===== src/rtl/adc_seq_pkg.sv =====
`timescale 1ns/1ps
package adc_seq_pkg;
  localparam int unsigned ADDR_BITS = 5;

  typedef enum logic [3:0] {
    ST_WAIT, ST_IDLE, ST_ADDR, ST_ACQ, ST_CONV,
    ST_HOLD, ST_OUT, ST_SPD, ST_HWPD
  } seq_state_e;
endpackage


===== src/rtl/adc_pwr_recovery.sv =====
`timescale 1ns/1ps
module adc_pwr_recovery #(
  parameter int unsigned RECOV_CYCLES = 8
) (
  input  logic clk_i,
  input  logic rst_ni,
  input  logic pd_i,
  input  logic cs_ni,
  output logic ready_o
);
  localparam int unsigned RW = $clog2(RECOV_CYCLES + 1);
  localparam logic [RW-1:0] RLAST = RW'(RECOV_CYCLES);

  logic [RW-1:0] cnt_q;

  always_ff @(posedge clk_i or negedge rst_ni) begin
    if (!rst_ni)              cnt_q <= RLAST;
    else if (pd_i)            cnt_q <= '0;
    else if (cnt_q == RLAST)  cnt_q <= cnt_q;
    else if (cs_ni)           cnt_q <= cnt_q + 1'b1;
    else                      cnt_q <= '0;   // cs low restarts recovery
  end

  assign ready_o = (cnt_q == RLAST);

  p_pd_clears_ready_r10: assert property (@(posedge clk_i) disable iff (!rst_ni)
    pd_i |=> !ready_o);
endmodule


===== src/rtl/adc_sar_capture.sv =====
`timescale 1ns/1ps
module adc_sar_capture #(
  parameter int unsigned RES_BITS = 11
) (
  input  logic                clk_i,
  input  logic                rst_ni,
  input  logic                bit_en_i,
  input  logic                cmp_i,
  output logic [RES_BITS-1:0] result_o
);
  // decisions arrive sign first, then MSB to LSB
  always_ff @(posedge clk_i or negedge rst_ni) begin
    if (!rst_ni)       result_o <= '0;
    else if (bit_en_i) result_o <= {result_o[RES_BITS-2:0], cmp_i};
  end

  p_result_held_r8: assert property (@(posedge clk_i) disable iff (!rst_ni)
    !bit_en_i |=> $stable(result_o));
endmodule


===== src/rtl/adc_dout_shifter.sv =====
`timescale 1ns/1ps
module adc_dout_shifter #(
  parameter int unsigned RES_BITS = 11
) (
  input  logic                clk_i,
  input  logic                rst_ni,
  input  logic                active_i,
  input  logic [RES_BITS-1:0] result_i,
  output logic                dout_o
);
  localparam int unsigned CW = $clog2(RES_BITS + 1);
  localparam logic [CW-1:0] CLAST = CW'(RES_BITS);

  logic [CW-1:0] cnt_q;

  always_ff @(negedge clk_i or negedge rst_ni) begin
    if (!rst_ni) begin
      cnt_q  <= '0;
      dout_o <= 1'b0;
    end else if (!active_i) begin
      cnt_q  <= '0;
      dout_o <= 1'b0;
    end else if (cnt_q != CLAST) begin
      dout_o <= result_i[cnt_q];
      cnt_q  <= cnt_q + 1'b1;
    end else begin
      dout_o <= 1'b0;
    end
  end

  p_dout_quiet_r6: assert property (@(negedge clk_i) disable iff (!rst_ni)
    !active_i |=> (dout_o == 1'b0));
endmodule


===== src/rtl/adc_seq_ctrl.sv =====
`timescale 1ns/1ps
module adc_seq_ctrl
  import adc_seq_pkg::*;
#(
  parameter int unsigned RES_BITS    = 11,
  parameter int unsigned ACQ_CYCLES  = 4,
  parameter int unsigned CONV_CYCLES = 12
) (
  input  logic                 clk_i,
  input  logic                 rst_ni,
  input  logic                 cs_ni,
  input  logic                 din_i,
  input  logic                 pd_i,
  input  logic                 ready_i,
  output seq_state_e           state_o,
  output logic [ADDR_BITS-2:0] mux_cfg_o,
  output logic                 bit_en_o,
  output logic                 res_valid_o
);
  localparam int unsigned AW = $clog2(ACQ_CYCLES + 1);
  localparam int unsigned CW = $clog2(CONV_CYCLES + 1);
  localparam int unsigned NW = $clog2(ADDR_BITS + 1);
  localparam logic [AW-1:0] ACQ_LAST  = AW'(ACQ_CYCLES - 1);
  localparam logic [CW-1:0] CONV_LAST = CW'(CONV_CYCLES - 1);
  localparam logic [CW-1:0] RES_LIM   = CW'(RES_BITS);
  localparam logic [NW-1:0] ADDR_LAST = NW'(ADDR_BITS - 1);

  seq_state_e             state_q;
  logic [ADDR_BITS-2:0]   addr_q;
  logic [NW-1:0]          addr_cnt_q;
  logic [AW-1:0]          acq_cnt_q;
  logic [CW-1:0]          conv_cnt_q;
  logic [ADDR_BITS-2:0]   cfg_q;
  logic                   first_q;
  logic                   valid_q;
  logic [ADDR_BITS-1:0]   word;

  assign word = {addr_q, din_i};

  always_ff @(posedge clk_i or negedge rst_ni) begin
    if (!rst_ni) begin
      state_q    <= ST_WAIT;
      addr_q     <= '0;
      addr_cnt_q <= '0;
      acq_cnt_q  <= '0;
      conv_cnt_q <= '0;
      cfg_q      <= '0;
      first_q    <= 1'b1;
      valid_q    <= 1'b0;
    end else if (pd_i) begin
      state_q <= ST_HWPD;
    end else begin
      unique case (state_q)
        ST_HWPD: state_q <= ST_WAIT;
        ST_WAIT: if (cs_ni && ready_i) state_q <= ST_IDLE;
        ST_IDLE: if (!cs_ni) begin
          addr_q     <= {addr_q[ADDR_BITS-3:0], din_i};
          addr_cnt_q <= NW'(1);
          state_q    <= ST_ADDR;
        end
        ST_ADDR: begin
          if (cs_ni) begin
            state_q <= ST_IDLE;
          end else begin
            addr_q     <= {addr_q[ADDR_BITS-3:0], din_i};
            addr_cnt_q <= addr_cnt_q + 1'b1;
            if (addr_cnt_q == ADDR_LAST) begin
              if (word[ADDR_BITS-1]) begin
                cfg_q     <= word[ADDR_BITS-2:0];
                acq_cnt_q <= '0;
                state_q   <= ST_ACQ;
              end else begin
                state_q <= ST_SPD;
              end
            end
          end
        end
        ST_ACQ: begin
          acq_cnt_q <= acq_cnt_q + 1'b1;
          if (acq_cnt_q == ACQ_LAST) begin
            conv_cnt_q <= '0;
            state_q    <= ST_CONV;
          end
        end
        ST_CONV: begin
          conv_cnt_q <= conv_cnt_q + 1'b1;
          if (conv_cnt_q == CONV_LAST) begin
            valid_q <= !first_q;
            first_q <= 1'b0;
            state_q <= cs_ni ? ST_HOLD : ST_OUT;
          end
        end
        ST_HOLD: if (!cs_ni) state_q <= ST_OUT;
        ST_OUT, ST_SPD: if (cs_ni) state_q <= ST_IDLE;
        default: state_q <= ST_WAIT;
      endcase
    end
  end

  assign state_o     = state_q;
  assign mux_cfg_o   = cfg_q;
  assign res_valid_o = valid_q;
  assign bit_en_o    = (state_q == ST_CONV) && (conv_cnt_q < RES_LIM) && !pd_i;

  p_spd_no_conv_r2: assert property (@(posedge clk_i) disable iff (!rst_ni)
    (state_q == ST_SPD) |=> (state_q != ST_ACQ && state_q != ST_CONV));
  p_conv_end_r4: assert property (@(posedge clk_i) disable iff (!rst_ni)
    (state_q == ST_CONV && conv_cnt_q == CONV_LAST && !pd_i)
      |=> (state_q == ST_OUT || state_q == ST_HOLD));
  p_hold_keeps_r8: assert property (@(posedge clk_i) disable iff (!rst_ni)
    (state_q == ST_HOLD && cs_ni && !pd_i) |=> (state_q == ST_HOLD));
  p_out_needs_cs_r9: assert property (@(posedge clk_i) disable iff (!rst_ni)
    (state_q == ST_OUT && !cs_ni && !pd_i) |=> (state_q == ST_OUT));
  p_idle_needs_ready_r10: assert property (@(posedge clk_i) disable iff (!rst_ni)
    (state_q == ST_WAIT && !ready_i) |=> (state_q != ST_IDLE));
endmodule


===== src/rtl/adc_serial_seq.sv =====
`timescale 1ns/1ps
module adc_serial_seq
  import adc_seq_pkg::*;
#(
  parameter int unsigned RES_BITS     = 11,
  parameter int unsigned ACQ_CYCLES   = 4,
  parameter int unsigned CONV_CYCLES  = 12,
  parameter int unsigned RECOV_CYCLES = 8
) (
  input  logic                 clk_i,
  input  logic                 rst_ni,
  input  logic                 cs_ni,
  input  logic                 din_i,
  input  logic                 pd_i,
  input  logic                 cmp_i,
  output logic                 dout_o,
  output logic                 dout_oe_o,
  output logic                 busy_o,
  output logic                 busy_oe_o,
  output logic [ADDR_BITS-2:0] mux_cfg_o,
  output logic                 mux_en_o,
  output logic                 pwr_dn_o,
  output logic                 ready_o,
  output logic                 res_valid_o
);
  seq_state_e          state;
  logic                bit_en;
  logic                ready;
  logic [RES_BITS-1:0] result;

  adc_pwr_recovery #(.RECOV_CYCLES(RECOV_CYCLES)) u_recov (
    .clk_i, .rst_ni, .pd_i, .cs_ni, .ready_o(ready)
  );

  adc_seq_ctrl #(
    .RES_BITS(RES_BITS), .ACQ_CYCLES(ACQ_CYCLES), .CONV_CYCLES(CONV_CYCLES)
  ) u_ctrl (
    .clk_i, .rst_ni, .cs_ni, .din_i, .pd_i, .ready_i(ready),
    .state_o(state), .mux_cfg_o, .bit_en_o(bit_en), .res_valid_o
  );

  adc_sar_capture #(.RES_BITS(RES_BITS)) u_sar (
    .clk_i, .rst_ni, .bit_en_i(bit_en), .cmp_i, .result_o(result)
  );

  adc_dout_shifter #(.RES_BITS(RES_BITS)) u_dout (
    .clk_i, .rst_ni, .active_i(state == ST_OUT), .result_i(result), .dout_o
  );

  assign ready_o   = ready;
  assign dout_oe_o = !cs_ni && (state == ST_OUT);
  assign busy_oe_o = !cs_ni;
  assign busy_o    = !cs_ni && (state == ST_CONV);
  assign mux_en_o  = (state == ST_ACQ) || (state == ST_CONV);
  assign pwr_dn_o  = (state == ST_SPD) || (state == ST_HWPD);
endmodule


===== config.mk =====
export PLATFORM = sky130hd
export DESIGN_NAME = adc_serial_seq
export DESIGN_NICKNAME = d
export VERILOG_FILES = /design/src/rtl/adc_seq_pkg.sv /design/src/rtl/adc_pwr_recovery.sv /design/src/rtl/adc_sar_capture.sv /design/src/rtl/adc_dout_shifter.sv /design/src/rtl/adc_seq_ctrl.sv /design/src/rtl/adc_serial_seq.sv
export SDC_FILE = /design/constraint.sdc
export NUM_CORES = 1
export LEC_CHECK = 0
export ABC_AREA = 1
export BUFFER_PORTS_ARGS = -buffer_cell sky130_fd_sc_hd__buf_2
export CORE_ASPECT_RATIO = 1.75
export CORE_MARGIN = 4
export CORE_UTILIZATION = 54
export CTS_CLUSTER_SIZE = 12
export DETAILED_ROUTE_END_ITERATION = 10
export PLACE_DENSITY = 0.84
export SLEW_MARGIN = 40
export SYNTH_ARGS = -nofsm -noshare
export SYNTH_HDL_FRONTEND = slang
export SYNTH_SLANG_ARGS = --single-unit
export TNS_END_PERCENT = 1

===== constraint.sdc =====
create_clock -name clk_i -period 1.5 [get_ports clk_i]
set_input_delay 0.15 -clock clk_i [delete_from_list [all_inputs] [get_ports clk_i]]
set_output_delay 0.15 -clock clk_i [all_outputs]
set_load 0.1 [all_outputs]

==> results_dict.tcl, run 1 <==
set metrics [dict create \
    core-area_sq_um 4189 \
    yosysWarnings 0 \
    drive_gt1_frac 0.3361 \
    setup_slack_ns -0.3152 \
    diodes 0 \
    rsz0062_at_grt "true" \
    synth-main-ff-cell "dfrtp_1" \
    drtIter0Drc 73 \
    drv_slew 0 \
    routed_wl_um 5610 \
    fin_nets 370 \
    hpwl_um 4046 \
    synth-seq-cells 44 \
    grt_pass1_wl_um 9480 \
    grt_pass1_vias 2268 \
    maxUsedRoutingLayer "met4" \
    post_drt_wl_per_cell_um 13.82 \
    port_buffers 17 \
    num_io_pins 18 \
    place_area_sq_um 2900 \
    htreeDepth 2 \
    initial_core_util 0.5702 \
    crit_family "flip-flops" \
    num_rows 31 \
    die_w_um 58.28 \
    dieArea_sq_um 5593 \
    clk_pin_slew_ns 0.08 \
    slowest_stage "dfrtn_1" \
    cts_buffers 5 \
    grt_start_max_net_pins 34 \
    synth_area_per_cell_sq_um 8.097 \
    ant_nets 0 \
    met2_length_um 3185 \
    fin_setup_tns_ns -2.138 \
    root_buffer "clkbuf_8" \
    vdd_drop_max_v 0.001147 \
    clockBufferDepth 2 \
    track_usage 0.2223 \
    slew_headroom 0.6760 \
    endpoint_kind "output pin" \
    synthCells 295 \
    cp-start-kind "flip-flop" \
    vias 2143 \
    gp_congestion 0.9627 \
    leakage_uw 0.001622 \
    power.density_nw_per_um2 883.3 \
    synthMuxAreaShare 0 \
    ys_types 31 \
    critPathArrivalTime_ns 1.67 \
    layout_commonest_cell "nand2_1" \
    synth_xor_area_frac 0.01467 \
    layout_common_cells "nand2_1 (63), inv_1 (39), dfrtp_1 (36)" \
    status "finished with violations" \
    ys_seq_area_frac 0.4620 \
    drt-met1-wl_um 1998 \
    netlist_area_sq_um 2389 \
    vias_per_cell 5.278 \
    first_pass_iters 5 \
    route.detailed.drc 0 \
    clock_skew_ns 0.008033 \
    clk_latency_ns 0.31 \
    setup_viol_count_final 12 \
    cap_violations 0 \
    min_path_type "in2reg" \
    async_reset_ff_frac 1.000 \
    hold_slack_ns 0.07678 \
    synth-compound-area-share 0.1137 \
    violations "negative setup slack" \
    route.met3.wl_um 231 \
    cts.sinks 44 \
    worst-setup-path-type "reg2out" \
    synth_edf_count 0 \
    critPathMaxStageDelay_ns 0.43 \
    tightest_slew_ns 0.4894 \
    hold_viol_final 0 \
    area_delta_synth_final_pct 32.06 \
    dp_worst_setup_slack_ns -0.3628 \
    syn_nets 309 \
    crit_required_ns 1.35 \
    cp_cell_sequence "buf_12" \
    cp.buffers_inverters 1 \
    antenna_found_initial 0 \
    die_h_um 95.98 \
    synth_top_family_by_area "simple AND/OR/NAND/NOR gates" \
    fin_util 0.7530 \
    final_area_sq_um 3154 \
    synth_fa_ha_area_frac 0.04191 \
    grt-ovfl-total 0 \
    yosys.area_share.simple 0.2761 \
    critPathMaxFanout 1 \
    cts_tree "built" \
]
[registers in the layout (all words and copies together) (netlist names)]
register	count
u_ctrl.res_valid_o	1
u_ctrl.conv_cnt_q	4
u_dout.dout_o	1
u_ctrl.mux_cfg_o	4
u_ctrl.state_o	4
u_recov.cnt_q	4
u_sar.result_o	11
u_ctrl.addr_cnt_q	3
u_dout.cnt_q	4
u_ctrl.acq_cnt_q	3
u_ctrl.addr_q	4
u_ctrl.first_q	1
[power by group]
part	switching (uW)	leakage (uW)	internal, uW
logic	294	0.00100	184
registers	62.6	0.000564	1300
clock network	411	0.0000588	536
[worst register-to-register path: stages, from the launching register on]
cell,delay (ns)
dfrtp_2,0.43
inv_4,0.09
nor2_8,0.05
nand2_4,0.07
inv_2,0.05
nand2_2,0.07
o21ai_1,0.07
[area by class of cell]
cell class / instances / area, sq um
timing repair buffer: 59 / 536.8
sequential: 44 / 1105
multi-input combinational: 198 / 1152
fill: 281 / 1035
tap: 49 / 61.31
clock inverter: 2 / 33.78
inverter: 48 / 182.7
clock buffer: 6 / 82.58
[path summary, 6_finish.rpt]
kind	from	end	slack (ns)	cells after the start
max reg2reg	u_ctrl.state_o[2]$_DFFE_PN0P_	u_dout.cnt_q[0]$_DFFE_NN0P_	-0.24	6
min reg2reg	u_ctrl.first_q$_DFFE_PN1P_	u_ctrl.first_q$_DFFE_PN1P_	0.46	2
max	u_dout.dout_o$_DFF_NN0_	dout_o	-0.32	1
min	cmp_i	u_sar.result_o[0]$_DFFE_PN0P_	0.08	3
min in group asynchronous	rst_ni	u_sar.result_o[9]$_DFFE_PN0P_	0.24	2
max in group asynchronous	rst_ni	u_dout.cnt_q[3]$_DFFE_NN0P_	0.38	2
[cell usage after synthesis (all sizes together), types with 3 or more instances]
cell type	instances	area [sq um]
nand2	71	269.0
inv	48	180.2
dfrtp	37	925.9
nand3	34	180.2
nor2	32	171.4
o21ai	32	193.9
a21oi	9	56.31
ha	8	100.1
dfrtn	5	125.1
buf	3	21.27
nor3	3	26.28
[cells by family (layout without fill, tap and decap cells)]
kind of cell,after synthesis,in the layout
compound gates,44,44
fa+ha+maj,8,8
flops,44,44
buf+inv,53,115
simple gates,142,142
xor+xnor,4,4
[layer usage]
metal  GRT usage  up-vias
met5           0        -
met4      0.1315        0
met3     0.04295       19
met2      0.4058       54
met1      0.2270     1016
li1            -     1054
[stage by stage]
| stage | instances | power, uW |
|---|---|---|
| finish | 406 | 2786 |
| global placement | 395 | 1801 |
| CTS | 406 | 2789 |
| floorplan | 295 | 1649 |
| detailed placement | 395 | 1824 |
| global route | 406 | 2920 |
[timing repair]
item	4_1_cts	5_1_grt
gates resized for setup	18	18
hold endpoints to repair	6	0
hold buffers	1	0
setup endpoints to repair	29	34
buffers inserted	2	0
pin swaps	3	3
No activity file was read; power rests on OpenSTA's default activity.
==> run 2, diff against run 1 <==
BUFFER_PORTS_ARGS = default   (was -buffer_cell sky130_fd_sc_hd__buf_2)
CORE_UTILIZATION = 55   (was 54)
DONT_BUFFER_PORTS = 1   (was default)
PLACE_DENSITY = 0.81   (was 0.84)
==> run 2 against run 1 <==
Compared with the run above:
- the flow still finishes with violations (negative setup slack)
- clock power is 4.9% lower
- critical path depth unchanged
- count of clock-buffer cells in the layout decreased by 1
- die area shrank 1.6%
- sequential share of layout area barely moved
- via count decreased by 0.56%
- global-route usage increased by 0.069 points
- worst hold slack got worse by 0.069 ns
- register-to-register slack hardly changed
- critical path type unchanged
==> results_dict.tcl, run 2 (synthesized netlist as in run 1, its figures left out) <==
set metrics [dict create \
    die_w_um 57.82 \
    initial_core_util 0.5755 \
    slew_headroom 0.7924 \
    dieArea_sq_um 5503 \
    clock_skew_ns 0.01060 \
    num_rows 31 \
    rsz0062_at_grt "true" \
    clk_pin_slew_ns 0.09 \
    min_path_cells 2 \
    num_io_pins 18 \
    crit_cells 1 \
    cp_cell_sequence "buf_12" \
    fin_nets 360 \
    cts_tree "built" \
    worstHoldEndpoint "u_ctrl.conv_cnt_q[2]$_DFFE_PN0P_" \
    power.density_nw_per_um2 870.9 \
    grt_pass1_vias 2175 \
    endpoint_kind "output pin" \
    rrSetupSlack_ns -0.25 \
    diodes 0 \
    tightest_slew_ns 0.3105 \
    crit_family "flip-flops" \
    cts.sinks 44 \
    routed_wl_um 5778 \
    worst-setup-path-type "reg2out" \
    ant_nets 0 \
    hpwl_um 3844 \
    hold_viol_final 0 \
    grt-ovfl-total 0 \
    setup_viol_count_final 11 \
    slowest_stage "dfrtn_1" \
    leakage_uw 0.001595 \
    clockBufferDepth 2 \
    vdd_drop_max_v 0.0009831 \
    drv_slew 0 \
    layout_common_cells "nand2_1 (61), inv_1 (36), dfrtp_1 (36)" \
    status "finished with violations" \
    min_path_type "in2reg" \
    core-area_sq_um 4150 \
    post_cts_buffers 0 \
    clk_latency_ns 0.30 \
    cp-start-kind "flip-flop" \
    critPathArrivalTime_ns 1.66 \
    die_h_um 95.18 \
    cts_buffers 5 \
    grt_start_max_net_pins 40 \
    critPathMaxFanout 1 \
    top_register "u_sar.result_o" \
    layout_commonest_cell "nand2_1" \
    gp_congestion 0.9605 \
    area_delta_synth_final_pct 31.95 \
    drive_gt1_frac 0.3314 \
    dp_worst_setup_slack_ns -0.2446 \
    critPathMaxStageDelay_ns 0.43 \
    cap_violations 0 \
    violations "negative setup slack" \
    cp.buffers_inverters 1 \
    worstReg2RegStart "u_ctrl.state_o[1]$_DFFE_PN0P_" \
    root_buffer "clkbuf_8" \
    crit_required_ns 1.35 \
    post_drt_wl_per_cell_um 14.59 \
    setup_slack_ns -0.3077 \
    vias 2131 \
    nFillCells 293 \
    grt_pass1_wl_um 9432 \
    port_buffers 0 \
    largest_reg_flops 11 \
    min_from "pd_i" \
    fin_setup_tns_ns -1.985 \
    first_pass_iters 6 \
    drtIter0Drc 88 \
    track_usage 0.2229 \
    ff2ff_path_depth 6 \
    htreeDepth 2 \
    r2r-end "u_dout.cnt_q[0]$_DFFE_NN0P_" \
    route.detailed.drc 0 \
    antenna_found_initial 0 \
    vias_per_cell 5.381 \
]
[run 2: cell count changes in the layout (fill, tap and decap cells not counted), moves of 3 or more]
cell and delta:
o21ai_1 +3, inv_2 +4, dlygate4sd3_1 +3, buf_2 -11, inv_1 -3, o21ai_0 -3, buf_4 -4
[run 2: how the worst max path moves through the flow]
stage,startpoint,end,slack [ns]
2_1_floorplan,u_dout.dout_o$_DFF_NN0_,dout_o,-0.35
6_report,u_dout.dout_o$_DFF_NN0_,dout_o,-0.31
4_1_cts,u_dout.dout_o$_DFF_NN0_,dout_o,-0.31
5_1_grt,u_dout.dout_o$_DFF_NN0_,dout_o,-0.32
3_5_place_dp,u_ctrl.state_o[2]$_DFFE_PN0P_,u_dout.cnt_q[0]$_DFFE_NN0P_,-0.24
3_3_place_gp,u_ctrl.state_o[2]$_DFFE_PN0P_,u_dout.cnt_q[0]$_DFFE_NN0P_,-0.22
[run 2: repair_timing]
action                                 CTS  global route
setup endpoints to repair               18            39
pin swaps                                0             4
endpoints found under the hold margin   43             1
gates resized for setup                 18            33
hold buffers                             4             1
[run 2: stage by stage]
step / hold WS, ns / power (uW) / instances / utilization / area [sq um]
after floorplan: -0.1456 / 1649 / 295 / - / 2397
after global placement: -0.1439 / 1761 / 383 / 0.6838 / 2838
after detailed placement: -0.1443 / 1779 / 383 / 0.6838 / 2838
after CTS: 0.01178 / 2727 / 395 / 0.7377 / 3062
after global routing: 0.02385 / 2880 / 396 / 0.7594 / 3152
final: 0.007852 / 2745 / 396 / 0.7594 / 3152
[run 2: layer usage]
layer	share of wire	track usage	vias up
met4	0.034	0.09865	0
met5	0	0	-
li1	-	-	1036
met3	0.042	0.03794	22
met1	0.35	0.2247	1009
met2	0.58	0.4311	64
[run 2: where the power goes]
part	internal (uW)	switching, uW	total, uW
logic	189	290	479
registers	1300	64.8	1360
clock network	493	410	902
total	1980	764	2740
[run 2: layout make-up]
type,count,area (sq um),share of cell area
Clock inverter,3,42.54,0.01350
Multi-Input combinational cell,198,1181,0.3748
Clock buffer,5,68.82,0.02183
Timing Repair Buffer,49,513.0,0.1628
Tap cell,49,61.31,0.01945
Inverter,48,180.2,0.05717
Sequential cell,44,1105,0.3505
==> run 3, diff against run 2 <==
CORE_UTILIZATION = 50   (was 55)
PLACE_DENSITY = 0.73   (was 0.81)
clock period = 2.1 ns   (was 1.5 ns; I/O delays follow)
==> run 3 against run 2 <==
Compared with the run above:
- the run still ends with negative setup slack left
- worst hold slack improved by 0.037 ns
- first-iteration DRC count fell by 50%
- count of clock-buffer cells in the layout rose by 1
- critical endpoint unchanged
- highest routed layer unchanged
==> results_dict.tcl, run 3 (synthesized netlist as in run 1, its figures left out) <==
set metrics [dict create \
    p_total_uw 1922 \
    final_area_sq_um 2800 \
    leakage_uw 0.001444 \
    pwr-share-seq 0.505 \
    gp_congestion 0.8616 \
    htreeDepth 2 \
    power.density_nw_per_um2 686.3 \
    worst-setup-path-type "reg2out" \
    largest_reg_flops 11 \
    post_drt_wl_per_cell_um 12.60 \
    worstReg2RegStart "u_sar.result_o[1]$_DFFE_PN0P_" \
    grt_start_max_net_pins 40 \
    routed_wl_um 4749 \
    slew_headroom 0.5323 \
    rrSetupSlack_ns 0.07 \
    setup_slack_ns -0.09241 \
    num_io_pins 18 \
    swShare 0.2623 \
    crit_required_ns 1.89 \
    cts_buffers 5 \
    port_buffers 0 \
    min_path_cells 2 \
    die_w_um 60.25 \
    cp.buffers_inverters 1 \
    hold_slack_ns 0.04515 \
    die_h_um 99.43 \
    status "finished with violations" \
    slowest_stage "dfrtn_1" \
    top_register "u_sar.result_o" \
    track_usage 0.1884 \
    num_rows 33 \
    nFillCells 427 \
    crit_family "flip-flops" \
    diodes 0 \
    antenna_found_initial 0 \
    clk_pin_slew_ns 0.08 \
    min_from "din_i" \
    multiInputGateArea_sq_um 1085 \
    initial_core_util 0.5119 \
    p_switching_uw 504.1 \
    seqCellArea_sq_um 1104 \
    min_path_type "in2reg" \
    cap_violations 0 \
    violations "negative setup slack" \
    clock_skew_ns 0.01118 \
    hpwl_um 3553 \
    drv_slew 0 \
    vias_per_cell 5.188 \
    drive_gt1_frac 0.2123 \
    area_delta_synth_final_pct 17.23 \
    dieArea_sq_um 5990 \
    rsz0062_at_grt "true" \
    core-area_sq_um 4666 \
    vias 1956 \
    drtIter0Drc 44 \
    hold_viol_final 0 \
    grt-ovfl-total 0 \
    layout_common_cells "nand2_1 (68), inv_1 (44), dfrtp_1 (37)" \
    internal_power_uw 1418 \
    clockBufferDepth 2 \
    first_pass_iters 4 \
    route.detailed.drc 0 \
    layout_commonest_cell "nand2_1" \
    root_buffer "clkbuf_8" \
    cts.sinks 44 \
    critPathArrivalTime_ns 1.98 \
    cp-start-kind "flip-flop" \
    critPathMaxFanout 1 \
    tightest_slew_ns 0.6989 \
    cts_tree "built" \
    ff2ff_path_depth 6 \
    pwr-share-clk 0.347 \
    endpoint_kind "output pin" \
    ant_nets 0 \
    place_area_sq_um 2634 \
    clk_latency_ns 0.30 \
    worstHoldEndpoint "u_ctrl.addr_q[0]$_DFFE_PN0P_" \
    vdd_drop_max_v 0.0005684 \
    fin_nets 338 \
    critPathMaxStageDelay_ns 0.45 \
    grt_pass1_vias 1992 \
    cp_cell_sequence "buf_12" \
    r2r-end "u_dout.dout_o$_DFF_NN0_" \
    power_frac_comb 0.148 \
    grt_pass1_wl_um 8645 \
    fin_setup_tns_ns -0.09241 \
    post_cts_buffers 0 \
    setup_viol_count_final 1 \
]
==> run 3: power groups by stage <==
stage          combinational, uW  sequential (uW)  clock, uW
6_report                     284              970        667
5_1_grt                      330              980        726
4_1_cts                      287              971        690
3_5_place_dp                 261              987          0
3_3_place_gp                 251              985          0
2_1_floorplan                198              980          0
==> run 3: area by class of cell <==
type	count	share of cell area
Inverter	48	0.06434
Timing Repair Buffer	27	0.08758
Multi-Input combinational cell	198	0.3874
Sequential cell	44	0.3941
Clock buffer	6	0.02949
Tap cell	52	0.02323
Clock inverter	2	0.01385
==> run 3: how the worst max path moves through the flow <==
| stage | start | end | slack, ns | cells after the start |
|---|---|---|---|---|
| global placement | u_ctrl.state_o[2]$_DFFE_PN0P_ | u_dout.cnt_q[0]$_DFFE_NN0P_ | 0.07 | 6 |
| floorplan | u_dout.dout_o$_DFF_NN0_ | dout_o | -0.11 | 0 |
| detailed placement | u_ctrl.state_o[2]$_DFFE_PN0P_ | u_dout.cnt_q[0]$_DFFE_NN0P_ | 0.04 | 6 |
| CTS | u_dout.dout_o$_DFF_NN0_ | dout_o | -0.10 | 1 |
| global route | u_dout.dout_o$_DFF_NN0_ | dout_o | -0.11 | 1 |
| finish | u_dout.dout_o$_DFF_NN0_ | dout_o | -0.09 | 1 |
==> run 3: timing repair <==
| item | in CTS | in global routing |
|---|---|---|
| pin swaps | 0 | 0 |
| hold buffers | 3 | 0 |
| setup endpoints to repair | 1 | 4 |
| hold endpoints to repair | 40 | 0 |
| resized for setup | 0 | 3 |
==> run 3: through the flow <==
stage,cells,util,worst slack (ns)
floorplan,295,-,-0.1087
global placement,366,0.5629,0.07197
detailed placement,366,0.5645,0.03647
CTS,377,0.5991,-0.1037
global route,377,0.6002,-0.1079
finish,377,0.6002,-0.09241
==> run 3: per-layer routing <==
metal  global-route usage  vias up  routed length, um
met5                    0        -                  0
met3              0.02987       11                125
met1               0.2054      917               1811
met2               0.3383       33               2664
li1                     -      995                  -
met4              0.08874        0                148
